## src/rtl/mcode_pkg.sv

```systemverilog
package mcode_pkg;
  localparam int unsigned MSEL_W   = 16;
  localparam int unsigned CODE_W   = 17;
  localparam int unsigned LFSR_W   = 15;
  localparam int unsigned WORD_W   = 32;
  localparam int unsigned SELP_W   = 5;
  localparam int unsigned SELI_W   = 6;
  localparam int unsigned SELP_LSB = 17;
  localparam int unsigned SELI_LSB = 22;

  localparam logic [LFSR_W-1:0] SEED     = 15'h4000;
  localparam logic [CODE_W-1:0] CODE_ONE = 17'h18003;
  localparam logic [CODE_W-1:0] CODE_TWO = 17'h10003;

  typedef enum logic [1:0] {ST_IDLE, ST_RUN, ST_HOLD} walk_st_e;

  // one step toward larger step counts (used when building a code)
  function automatic logic [LFSR_W-1:0] fwd_step(input logic [LFSR_W-1:0] s);
    return {s[0] ^ s[1], s[LFSR_W-1:1]};
  endfunction

  // inverse step (used when recovering a multiplier)
  function automatic logic [LFSR_W-1:0] back_step(input logic [LFSR_W-1:0] s);
    return {s[LFSR_W-2:0], s[0] ^ s[LFSR_W-1]};
  endfunction
endpackage

```

## src/rtl/mcode_bandwidth.sv

```systemverilog
module mcode_bandwidth
  import mcode_pkg::*;
(
  input  logic [MSEL_W-1:0] msel,
  output logic [SELP_W-1:0] selp,
  output logic [SELI_W-1:0] seli
);
  localparam int unsigned DW = MSEL_W + 1;

  logic [DW-1:0] dvs;
  logic [DW-1:0] quo;
  logic [DW-1:0] prod;
  logic          exact;

  always_comb begin
    dvs   = {1'b0, msel} + DW'(9);
    quo   = DW'(1024) / dvs;
    prod  = quo * dvs;
    exact = (prod == DW'(1024));
  end

  always_comb begin
    if (msel < MSEL_W'(60)) selp = SELP_W'(msel[SELP_W:1]) + SELP_W'(1);
    else                    selp = SELP_W'(31);
  end

  always_comb begin
    if      (msel > MSEL_W'(16384)) seli = SELI_W'(1);
    else if (msel > MSEL_W'(8192))  seli = SELI_W'(2);
    else if (msel > MSEL_W'(2048))  seli = SELI_W'(4);
    else if (msel >= MSEL_W'(501))  seli = SELI_W'(8);
    else if (msel >= MSEL_W'(60))   seli = exact ? SELI_W'({quo[3:0], 2'b00})
                                                 : SELI_W'({quo[3:0] + 4'd1, 2'b00});
    else                            seli = {msel[5:2], 2'b00} + SELI_W'(4);
  end
endmodule

```

## src/rtl/mcode_engine.sv

```systemverilog
module mcode_engine
  import mcode_pkg::*;
#(
  parameter int unsigned MAX_MSEL = 32768
) (
  input  logic              clk,
  input  logic              rst_n,
  input  logic              in_valid,
  output logic              in_ready,
  input  logic              in_decode,
  input  logic [CODE_W-1:0] in_value,
  output logic              out_valid,
  input  logic              out_ready,
  output logic              busy,
  output logic [MSEL_W-1:0] res_msel,
  output logic [CODE_W-1:0] res_code
);
  localparam logic [MSEL_W-1:0] MAX_V   = MSEL_W'(MAX_MSEL);
  localparam logic [MSEL_W-1:0] CNT_TOP = MSEL_W'(MAX_MSEL + 1);

  walk_st_e          st;
  logic              is_dec;
  logic [LFSR_W-1:0] x;
  logic [MSEL_W-1:0] cnt;
  logic [MSEL_W-1:0] enc_m;
  logic              accept;

  assign enc_m     = in_value[MSEL_W-1:0];
  assign in_ready  = (st == ST_IDLE) || (st == ST_HOLD && out_ready);
  assign accept    = in_valid && in_ready;
  assign out_valid = (st == ST_HOLD);
  assign busy      = (st == ST_RUN);

  always_ff @(posedge clk or negedge rst_n) begin
    if (!rst_n) begin
      st       <= ST_IDLE;
      is_dec   <= 1'b0;
      x        <= '0;
      cnt      <= '0;
      res_msel <= '0;
      res_code <= '0;
    end else begin
      case (st)
        ST_IDLE, ST_HOLD: begin
          if (accept) begin
            is_dec <= in_decode;
            if (in_decode) begin
              res_code <= in_value;
              if (in_value == CODE_ONE) begin
                res_msel <= MSEL_W'(1);
                st       <= ST_HOLD;
              end else if (in_value == CODE_TWO) begin
                res_msel <= MSEL_W'(2);
                st       <= ST_HOLD;
              end else begin
                res_msel <= '0;
                x        <= in_value[LFSR_W-1:0];
                cnt      <= CNT_TOP;
                st       <= ST_RUN;
              end
            end else begin
              if (enc_m == '0 || enc_m > MAX_V) begin
                res_msel <= '0;
                res_code <= '0;
                st       <= ST_HOLD;
              end else if (enc_m == MSEL_W'(1)) begin
                res_msel <= enc_m;
                res_code <= CODE_ONE;
                st       <= ST_HOLD;
              end else if (enc_m == MSEL_W'(2)) begin
                res_msel <= enc_m;
                res_code <= CODE_TWO;
                st       <= ST_HOLD;
              end else begin
                res_msel <= enc_m;
                res_code <= '0;
                x        <= SEED;
                cnt      <= CNT_TOP - enc_m;
                st       <= ST_RUN;
              end
            end
          end else if (st == ST_HOLD && out_ready) begin
            st <= ST_IDLE;
          end
        end
        ST_RUN: begin
          if (!is_dec) begin
            if (cnt == '0) begin
              res_code <= CODE_W'(x);
              st       <= ST_HOLD;
            end else begin
              x   <= fwd_step(x);
              cnt <= cnt - MSEL_W'(1);
            end
          end else begin
            if (x == SEED || cnt == '0) begin
              res_msel <= (cnt > MAX_V) ? '0 : cnt;
              st       <= ST_HOLD;
            end else begin
              x   <= back_step(x);
              cnt <= cnt - MSEL_W'(1);
            end
          end
        end
        default: st <= ST_IDLE;
      endcase
    end
  end
endmodule

```

## src/rtl/mcode_codec.sv

```systemverilog
module mcode_codec
  import mcode_pkg::*;
#(
  parameter int unsigned MAX_MSEL = 32768
) (
  input  logic              clk,
  input  logic              rst_n,
  input  logic              in_valid,
  output logic              in_ready,
  input  logic              in_decode,
  input  logic [CODE_W-1:0] in_value,
  output logic              out_valid,
  input  logic              out_ready,
  output logic [MSEL_W-1:0] out_msel,
  output logic [WORD_W-1:0] out_word,
  output logic              busy
);
  logic [CODE_W-1:0] res_code;
  logic [SELP_W-1:0] selp;
  logic [SELI_W-1:0] seli;

  mcode_engine #(.MAX_MSEL(MAX_MSEL)) u_engine (
    .clk       (clk),
    .rst_n     (rst_n),
    .in_valid  (in_valid),
    .in_ready  (in_ready),
    .in_decode (in_decode),
    .in_value  (in_value),
    .out_valid (out_valid),
    .out_ready (out_ready),
    .busy      (busy),
    .res_msel  (out_msel),
    .res_code  (res_code)
  );

  mcode_bandwidth u_bw (
    .msel (out_msel),
    .selp (selp),
    .seli (seli)
  );

  always_comb begin
    out_word = '0;
    if (out_msel != '0) begin
      out_word[CODE_W-1:0]          = res_code;
      out_word[SELP_LSB +: SELP_W]  = selp;
      out_word[SELI_LSB +: SELI_W]  = seli;
    end
  end
endmodule

```

## config.mk

```make
export PLATFORM = sky130hd
export DESIGN_NAME = mcode_codec
export DESIGN_NICKNAME = d
export VERILOG_FILES = /design/src/rtl/mcode_pkg.sv /design/src/rtl/mcode_bandwidth.sv /design/src/rtl/mcode_engine.sv /design/src/rtl/mcode_codec.sv
export SDC_FILE = /design/constraint.sdc
export NUM_CORES = 1
export LEC_CHECK = 0
export BUFFER_PORTS_ARGS = -buffer_cell sky130_fd_sc_hd__buf_2
export CORE_ASPECT_RATIO = 1.5
export CORE_MARGIN = 4
export CORE_UTILIZATION = 59
export DETAILED_ROUTE_END_ITERATION = 10
export PLACE_DENSITY = 0.8
export SLEW_MARGIN = 20
export SYNTH_ARGS = -nofsm -noshare
export SYNTH_HDL_FRONTEND = slang
export SYNTH_HIERARCHICAL = 1
export SYNTH_SLANG_ARGS = --single-unit
```

## constraint.sdc

```tcl
create_clock -name clk -period 37.9 [get_ports clk]
set_input_delay 1.895 -clock clk [delete_from_list [all_inputs] [get_ports clk]]
set_output_delay 1.895 -clock clk [all_outputs]
set_load 0.02 [all_outputs]
```

## Yosys cells after proc, flatten, opt, wreduce, memory -nomap -nowiden

Index checks and enable logic that the tools add are counted.

| cells by class | value |
|---|---|
| add/subtract/negate cells | 6 |
| multipliers | 1 |
| div/mod/pow operators | 1 |
| $lt $le $gt $ge | 8 |
| equal/unequal tests | 23 |
| muxes and demuxes | 59 |
| bitwise logic cells | 2 |
| reductions and logical operators | 16 |

Operators with widths:

| cell | count |
|---|---|
| two-way mux 16 bit | 17 |
| two-way mux 15 bit | 10 |
| two-way mux 17 bit | 7 |
| one-hot mux 16 bit (2 select lines) | 2 |
| two-way mux 6 bit | 6 |
| equality test 17 bit (second input constant) | 2 |
| one-hot mux 17 bit (2 select lines) | 1 |
| > comparator 16 bit (second input constant) | 2 |
| zero test 16 bit | 2 |
| one-hot mux 15 bit (2 select lines) | 1 |
| two-way mux 28 bit | 1 |
| two-way mux 2 bit | 12 |
| != test 3 bit (second input constant) | 7 |
| adder 16 x 4 -> 17 bit (second input constant) | 1 |
| divider 11 x 17 -> 17 bit (first input constant) | 1 |
| equality test 17 x 11 -> 1 bit (second input constant) | 1 |
| multiplier 17 x 17 -> 17 bit | 1 |
| equality test 16 x 1 -> 1 bit (second input constant) | 1 |
| equality test 16 x 2 -> 1 bit (second input constant) | 1 |
| greater-or-equal comparator 16 x 6 -> 1 bit (second input constant) | 1 |
| greater-or-equal comparator 16 x 9 -> 1 bit (second input constant) | 1 |
| > comparator 16 x 12 -> 1 bit (second input constant) | 1 |
| > comparator 16 x 14 -> 1 bit (second input constant) | 1 |
| > comparator 16 x 15 -> 1 bit (second input constant) | 1 |
| 26 further kinds | 35 |

| storage, ports and cells | value |
|---|---|
| register bits | 67 |
| bits of input ports | 22 |
| output and inout port bits | 51 |
| word-level logic and storage cells | 122 |

## Longest topological paths before layout

Gate-level depths: netlist of the first run.

| depth | value |
|---|---|
| word-level depth | 11 |
| gate-level depth with buffers | 185 |
| gate-level depth less buffers | 175 |

## By module

The synthesis of the first run kept the hierarchy.

By module, submodules not included:

| module | instances | cells each | area each (µm²) | sequential area each (µm²) |
|---|---|---|---|---|
| mcode_bandwidth | 1 | 1766 | 12634.6 | 0.0 |
| mcode_engine | 1 | 454 | 4132.7 | 1676.6 |
| mcode_codec | 1 | 73 | 499.2 | 0.0 |

## Worst setup path after synthesis of the first run

OpenSTA, ideal clock, no wires.

| path | value |
|---|---|
| path type | flip-flop to output port |
| from | reg u_engine.res_msel[2] |
| to | out out_word[27] |
| arrival | 34.454 ns |
| data required time | 36.005 ns |
| path slack | 1.551 ns |
| cell stages (with the launch flop) | 164 |
| path buffers | 18 |
| cell sequence | dfrtp_1 -> ha_1 -> a21oi_4 -> nor4_2 -> mux2_2 -> a211oi_2 -> and2_1 -> buf_2 -> nand3_1 -> nor3b_1 -> ha_1 -> o21a_1 -> a21oi_1 -> o21ai_0 -> nor2b_1 -> ha_1 -> a21oi_1 -> nand3_1 -> (+128 left out) -> inv_1 -> fa_1 -> inv_1 -> ha_1 -> and2_1 -> a311o_1 -> a211oi_1 -> nor2_1 -> o41ai_1 -> xnor3_1 -> xnor2_1 -> xnor2_1 -> a2111oi_4 -> nor4_1 -> xnor2_1 -> a211oi_1 -> inv_1 -> a41oi_1 |

| between the ends | value |
|---|---|
| cells in the longest elaborated chain, start to end | 11 |
| elaborated cells on any way between the ends | 19 |
| those cells by class | 3 x add/sub; 1 x mul; 1 x div; 5 x order compare; 1 x eq/ne; 7 x mux; 1 x reduce/logical |

RTL lines:

| what | line | source |
|---|---|---|
| start: declaration | mcode_engine.sv:15 | `output logic [MSEL_W-1:0] res_msel,` |
| start signal: assignment | mcode_engine.sv:67 | `res_msel <= enc_m;` |
| start signal: assignment | mcode_engine.sv:71 | `res_msel <= enc_m;` |
| start signal: assignment | mcode_engine.sv:75 | `res_msel <= enc_m;` |
| adder 16 x 4 -> 17 bit | mcode_bandwidth.sv:16 | `dvs = {1'b0, msel} + DW'(9);` |
| divider 11 x 17 -> 17 bit | mcode_bandwidth.sv:17 | `quo = DW'(1024) / dvs;` |
| multiplier 17 x 17 -> 17 bit | mcode_bandwidth.sv:18 | `prod = quo * dvs;` |
| equality test 17 x 11 -> 1 bit | mcode_bandwidth.sv:19 | `exact = (prod == DW'(1024));` |
| two-way mux 6 bit (2 in a row) | mcode_bandwidth.sv:32 | `else if (msel >= MSEL_W'(60)) seli = exact ? SELI_W'({quo[3:0], 2'b00})` |
| two-way mux 6 bit | mcode_bandwidth.sv:31 | `else if (msel >= MSEL_W'(501)) seli = SELI_W'(8);` |
| two-way mux 6 bit | mcode_bandwidth.sv:30 | `else if (msel > MSEL_W'(2048)) seli = SELI_W'(4);` |
| two-way mux 6 bit | mcode_bandwidth.sv:29 | `else if (msel > MSEL_W'(8192)) seli = SELI_W'(2);` |
| two-way mux 6 bit (*) | mcode_bandwidth.sv:28 | `if (msel > MSEL_W'(16384)) seli = SELI_W'(1);` |
| via seli[5] | mcode_codec.sv:20 | `logic [SELI_W-1:0] seli;` |
| two-way mux 28 bit (*) | mcode_codec.sv:44 | `if (out_msel != '0) begin` |
| end: declaration | mcode_codec.sv:15 | `output logic [WORD_W-1:0] out_word,` |

The timed path passes the listed nets; every way through them passes the cells marked *.

## Final worst setup path of the first run

| path | value |
|---|---|
| from | reg u_engine.res_msel[1] |
| to | out out_word[24] |

Same word-level chain as after synthesis.

==> flow_summary.toml, run 1 <==
[drt]
wl_met3_um = 4470
wl_met2_um = 30200
vias = 18200
finalWirelength_um = 62500
wl_per_cell_um = 22.7
first_iter_violations = 1423
post_drt_via_cell_ratio = 6.61
drc_errors = 0
drt-met1-wl_um = 20800
drtPass1Iterations = 6
postRouteAntennaNets = 0
highest_layer = "met4"

[placement]
dpl_cell_area_um2 = 18200
routabilityCongestion = 1.04
hpwl_um = 47800
port_buffers = 68

[grt]
grt_overflow = 0
grt_pass1_wl_um = 95900
grt_usage = 0.377
antenna_found_initial = 0
grt_pass1_vias = 18200
grt_start_max_net_pins = 68

[worst_setup_path]
slowest_stage = "fa_1"
critical_path_arrival_ns = 34.54
path_buf_inv = 21
max_stage_delay_ns = 0.54
crit_family = "compound AO/OA/AOI/OAI gates"
critPathMostFrequentCell = "ha_1"
worstPathRequired_ns = 36.00
critPathKind = "reg -> out"
cp-end-kind = "primary output"
start_kind = "flop"
path_max_fanout = 15

[sta]
fmax_mhz = 27.4
slew_violations = 0
fin_skew_ns = 0.00664
hold_viol = 0
worst_pin_slew_ns = 1.03
max-slew-margin-rel = 0.293
setup_viol = 0
fin_crit_ns = 36.44
fin_crit_sh = 0.961

[synthesis]
postSynthCellCount = 2293
ys_ff_latch = 67
synthArstFlopShare = 1.00
synth_cell_types = 95
synth-edff-count = 0
synth_flop_cell = "dfrtp_1"
syn_area_per_cell_um2 = 7.53
netlist_area_um2 = 17300
yosysSeqAreaShare = 0.0971
synth-warning-count = 6

[clock_tree]
cts-root-buf = "clkbuf_16"
holdBufCountCts = 0
cts_tree = "built"
cts_buffers = 9
cts_buffer_depth = 2
path_clk_slew_ns = 0.06
clock-sinks = 67
cts.htree.levels = 3
insertion_delay_ns = 0.35

[die]
die_h_um = 218
chipWidth_um = 148
core-area_um2 = 28800
dieArea_um2 = 32100
start_util = 0.599
io_pins = 73
rows = 76

[finish]
final_area_um2 = 19100
area_growth_pct = 10.6
antenna_cells = 0
fin_nets = 2675
layout-drive-gt1-share = 0.143

[run_status]
outcome = "completed"

[min_path]
min_path_type = "reg -> reg"

[run]
drv_cap = 0
[timing repair]
action | CTS | global route
resized for setup | 21 | 85
gates cloned | 0 | 2
pin swaps | 0 | 20
setup buffers | 0 | 27
setup endpoints to repair | 4 | 4
[area by class of cell]
| class | count | area [um^2] |
|---|---|---|
| fill | 2561 | 9720 |
| clock inverter | 6 | 71.3 |
| multi-input combinational | 1903 | 14700 |
| sequential | 67 | 1690 |
| clock buffer | 10 | 239 |
| inverter | 220 | 830 |
| timing repair buffer | 157 | 1030 |
| tap | 390 | 488 |
[logic make-up (layout without fill, tap and decap cells)]
logic type | after synthesis | after routing | share of synthesized area
and+or+nand+nor | 764 | 765 | 0.212
AOI/OAI and AO/OA | 626 | 626 | 0.240
buffers and inverters | 329 | 393 | 0.0778
adders and majority gates | 295 | 295 | 0.255
xor gates and xnor gates | 143 | 143 | 0.0733
DFF | 67 | 67 | 0.0971
muxes | 66 | 66 | 0.0443
other | 3 | 8 | 0.000652
[cell usage in the layout, fill, tap and decap left out, types with 13 or more instances in the layout]
cell	netlist	final
nor3_1	53	50
ha_1	201	196
inv_1	217	216
mux2_2	27	27
xnor2_1	103	96
o21ai_0	154	144
nand2b_1	29	29
xor2_1	39	38
nand3_1	35	33
and2_1	16	14
o22ai_1	17	16
and3_1	13	13
mux2i_1	25	21
o21bai_1	16	16
buf_2	21	68
buf_4	4	84
nor2b_1	22	22
nor4_1	23	21
a22oi_1	29	29
a31oi_1	23	19
dfrtp_1	67	57
a41oi_1	32	31
nor2_1	266	257
mux2_4	14	14
a211oi_1	18	17
nand4_1	30	30
fa_1	94	94
a21oi_1	134	127
nand2_1	206	203
o21a_1	37	36
a21o_1	55	55
or2_2	14	14
[path summary, 6_finish.rpt]
kind                                        from  depth (start not counted)               endpoint  slack, ns
max                         u_engine/res_msel[1]                        167           out_word[24]       1.46
min in group asynchronous                  rst_n                          2   u_engine/res_code[1]       1.74
max in group asynchronous                  rst_n                          2  u_engine/res_msel[13]      35.51
min reg2reg                u_engine/res_code[12]                          2  u_engine/res_code[12]       0.48
min                        u_engine/res_code[12]                          2  u_engine/res_code[12]       0.48
max reg2reg                      u_engine/cnt[0]                          9         u_engine/x[10]      34.61
[flip-flops by register name, summed over array words and instances (netlist names)]
| signal | flops |
|---|---|
| u_engine/cnt | 16 |
| u_engine/res_msel | 16 |
| u_engine/x | 15 |
| u_engine/res_code | 17 |
| u_engine/is_dec | 1 |
| u_engine/st | 2 |
[per-stage QoR]
step,util,hold WS [ns],setup TNS [ns],instances,setup slack (ns)
after global routing,0.662,0.522,-1.79,2753,-0.478
after global placement,0.630,0.468,-0.736,2708,-0.290
after detailed placement,0.630,0.476,-3.13,2708,-0.847
after floorplan,-,0.450,0,2298,1.55
final,0.662,0.480,0,2753,1.46
after CTS,0.644,0.493,0,2724,0.0476
[routing by layer]
layer	up-vias	track usage
met2	1020	0.660
li1	8234	-
met3	419	0.0482
met4	0	0.331
met5	-	0
met1	8528	0.392
[tightest hold or removal path: stages (launching register included)]
cell	delay (ns)
dfrtp_1	0.34
nand2_1	0.05
o21ai_0	0.06
[synth_stat cells, drive strengths merged, types with 7 or more instances]
cell | count | area share
nor2 | 268 | 0.059
inv | 218 | 0.048
nand2 | 206 | 0.045
ha | 201 | 0.15
o21ai | 161 | 0.047
a21oi | 136 | 0.040
xnor2 | 103 | 0.052
fa | 94 | 0.11
clkbuf | 67 | 0.015
dfrtp | 67 | 0.097
a21o | 55 | 0.024
nor3 | 53 | 0.015
buf | 42 | 0.015
mux2 | 41 | 0.030
xor2 | 39 | 0.020
o21a | 37 | 0.016
nand3 | 36 | 0.011
a41oi | 32 | 0.016
nor4 | 32 | 0.016
nand4 | 30 | 0.011
a22oi | 29 | 0.013
nand2b | 29 | 0.011
mux2i | 25 | 0.014
a31oi | 23 | 0.0083
nor2b | 22 | 0.0080
a211oi | 19 | 0.0086
o22ai | 18 | 0.0069
and2 | 16 | 0.0058
o21bai | 16 | 0.0070
or2 | 16 | 0.0059
and3 | 13 | 0.0047
or3 | 13 | 0.0047
o31ai | 11 | 0.0051
a2111oi | 8 | 0.0062
nor3b | 8 | 0.0038
a221o | 7 | 0.0041
Power of run 1 is left out: the tool's default activity adds up to more than one toggle a clock period on the data nets, which glitch-free logic cannot reach.
==> inputs of run 2 (changes only) <==
Settings changed: CELL_PAD_IN_SITES_DETAIL_PLACEMENT set to 0, CELL_PAD_IN_SITES_GLOBAL_PLACEMENT set to 1, CORE_UTILIZATION 59 to 44, PLACE_DENSITY 0.8 to unset, PLACE_DENSITY_LB_ADDON set to 0.1.
==> flow_summary.toml, run 2 (synthesis results as in run 1) <==
[run_status]
outcome = "completed"

[sta]
worst_pin_slew_ns = 1.24
setup_viol = 0
max-slew-margin-rel = 0.165
hold_viol = 0
whs_ns = 0.483
setup_tns_ns = 0
fin_crit_ns = 35.76
fmax_mhz = 28.0
fin_crit_sh = 0.944
slew_violations = 0
fin_skew_ns = 0.00640

[finish]
final_cell_mix = "nor2_1 (261), inv_1 (217), nand2_1 (204)"
layout-drive-gt1-share = 0.142
largest_reg_flops = 17
fin_nets = 2677
area_growth_pct = 11.3
top_regs = "u_engine/res_code: 17 flops, u_engine/cnt: 16 flops, u_engine/res_msel: 16 flops"
antenna_cells = 0
final_common_cell = "nor2_1"
final_area_um2 = 19200
largest_register = "u_engine/res_code"

[drt]
post_drt_via_cell_ratio = 6.10
drc_errors = 0
finalWirelength_um = 66300
vias = 17400
drtPass1Iterations = 5
wl_per_cell_um = 23.2
postRouteAntennaNets = 0
first_iter_violations = 1154

[grt]
grt_pass1_vias = 17800
grt_usage = 0.308
grt_pass1_wl_um = 103000
grt_overflow = 0
antenna_found_initial = 1
grt_start_max_net_pins = 68

[worst_setup_path]
start_kind = "flop"
path_buf_inv = 23
critical_path_arrival_ns = 33.87
crit_family = "compound AO/OA/AOI/OAI gates"
cp-end-kind = "primary output"
slowest_stage = "fa_1"
critPathMostFrequentCell = "ha_1"
max_stage_delay_ns = 0.54
worstPathRequired_ns = 36.00
path_max_fanout = 27
critPathKind = "reg -> out"

[die]
rows = 88
core-area_um2 = 38600
chipWidth_um = 170
io_pins = 73
dieArea_um2 = 42500
die_h_um = 251
start_util = 0.447

[placement]
dpl_cell_area_um2 = 18400
hpwl_um = 51900
port_buffers = 68
routabilityCongestion = 0.927

[clock_tree]
cts_buffers = 9
clock-sinks = 67
path_clk_slew_ns = 0.06
cts_buffer_depth = 2
cts.htree.levels = 3
cts-root-buf = "clkbuf_16"
cts_tree = "built"
insertion_delay_ns = 0.36

[run]
drv_cap = 0

[min_path]
min_path_type = "reg -> reg"
-- run 2: changes by cell type in the layout (fill, tap and decap cells not counted), moves of 3 or more --
cell,previous run,this run
ha_4,0,4
nor2_1,257,261
o21ai_1,12,16
a211oi_2,1,4
ha_2,5,2
mux2i_1,21,24
mux2i_2,4,1
nor3_2,1,4
-- run 2: cell type report --
class / instances / area (um^2)
multi-input cells: 1902 / 14700
repair buffers: 160 / 1070
inverters: 220 / 832
flip-flops and latches: 67 / 1690
fillers: 3930 / 19400
clock inverters: 7 / 76.3
well taps: 495 / 619
clock buffers: 9 / 225
-- run 2: layer usage --
metal	vias to the layer above	GRT usage	wire length [um]
met2	551	0.574	35000
met5	-	0	0
li1	8243	-	-
met3	182	0.0290	2550
met1	8469	0.341	24700
met4	0	0.156	3950
-- run 2: final timing paths --
path | start | end | cells past startpoint | slack [ns]
setup / recovery | u_engine/res_msel[1] | out_word[26] | 155 | 2.14
hold / removal | u_engine/res_code[8] | u_engine/res_code[8] | 2 | 0.48
setup reg to reg | u_engine/cnt[0] | u_engine/x[7] | 9 | 34.68
hold reg to reg | u_engine/res_code[8] | u_engine/res_code[8] | 2 | 0.48
max in group asynchronous | rst_n | u_engine/res_msel[1] | 2 | 35.44
min in group asynchronous | rst_n | u_engine/res_code[7] | 2 | 1.74
-- run 2: worst register-to-register path, stage by stage (launching register included) --
cell and delay (ns):
dfrtp_1 0.44, inv_1 0.14, ha_1 0.16, nor3b_1 0.19, nand4_1 0.28, o22ai_2 0.72
nor2_1 0.31, nor2_8 0.31, inv_4 0.20, mux2_4 0.36
-- run 2: what timing repair did --
item / CTS / global route
gates resized for setup: 12 / 88
hold buffers: 0 / 0
setup buffers: 2 / 19
setup endpoints to repair: 4 / 4
pin swaps: 2 / 13
-- run 2: through the flow --
| step | instances | setup WS (ns) | utilization |
|---|---|---|---|
| CTS | 2841 | 0.0824 | 0.485 |
| finish | 2860 | 2.14 | 0.497 |
| floorplan | 2298 | 1.55 | - |
| global placement | 2823 | 0.200 | 0.475 |
| detailed placement | 2823 | -0.423 | 0.475 |
| global route | 2860 | -0.0923 | 0.497 |
Power of run 2 is left out for the same reason.
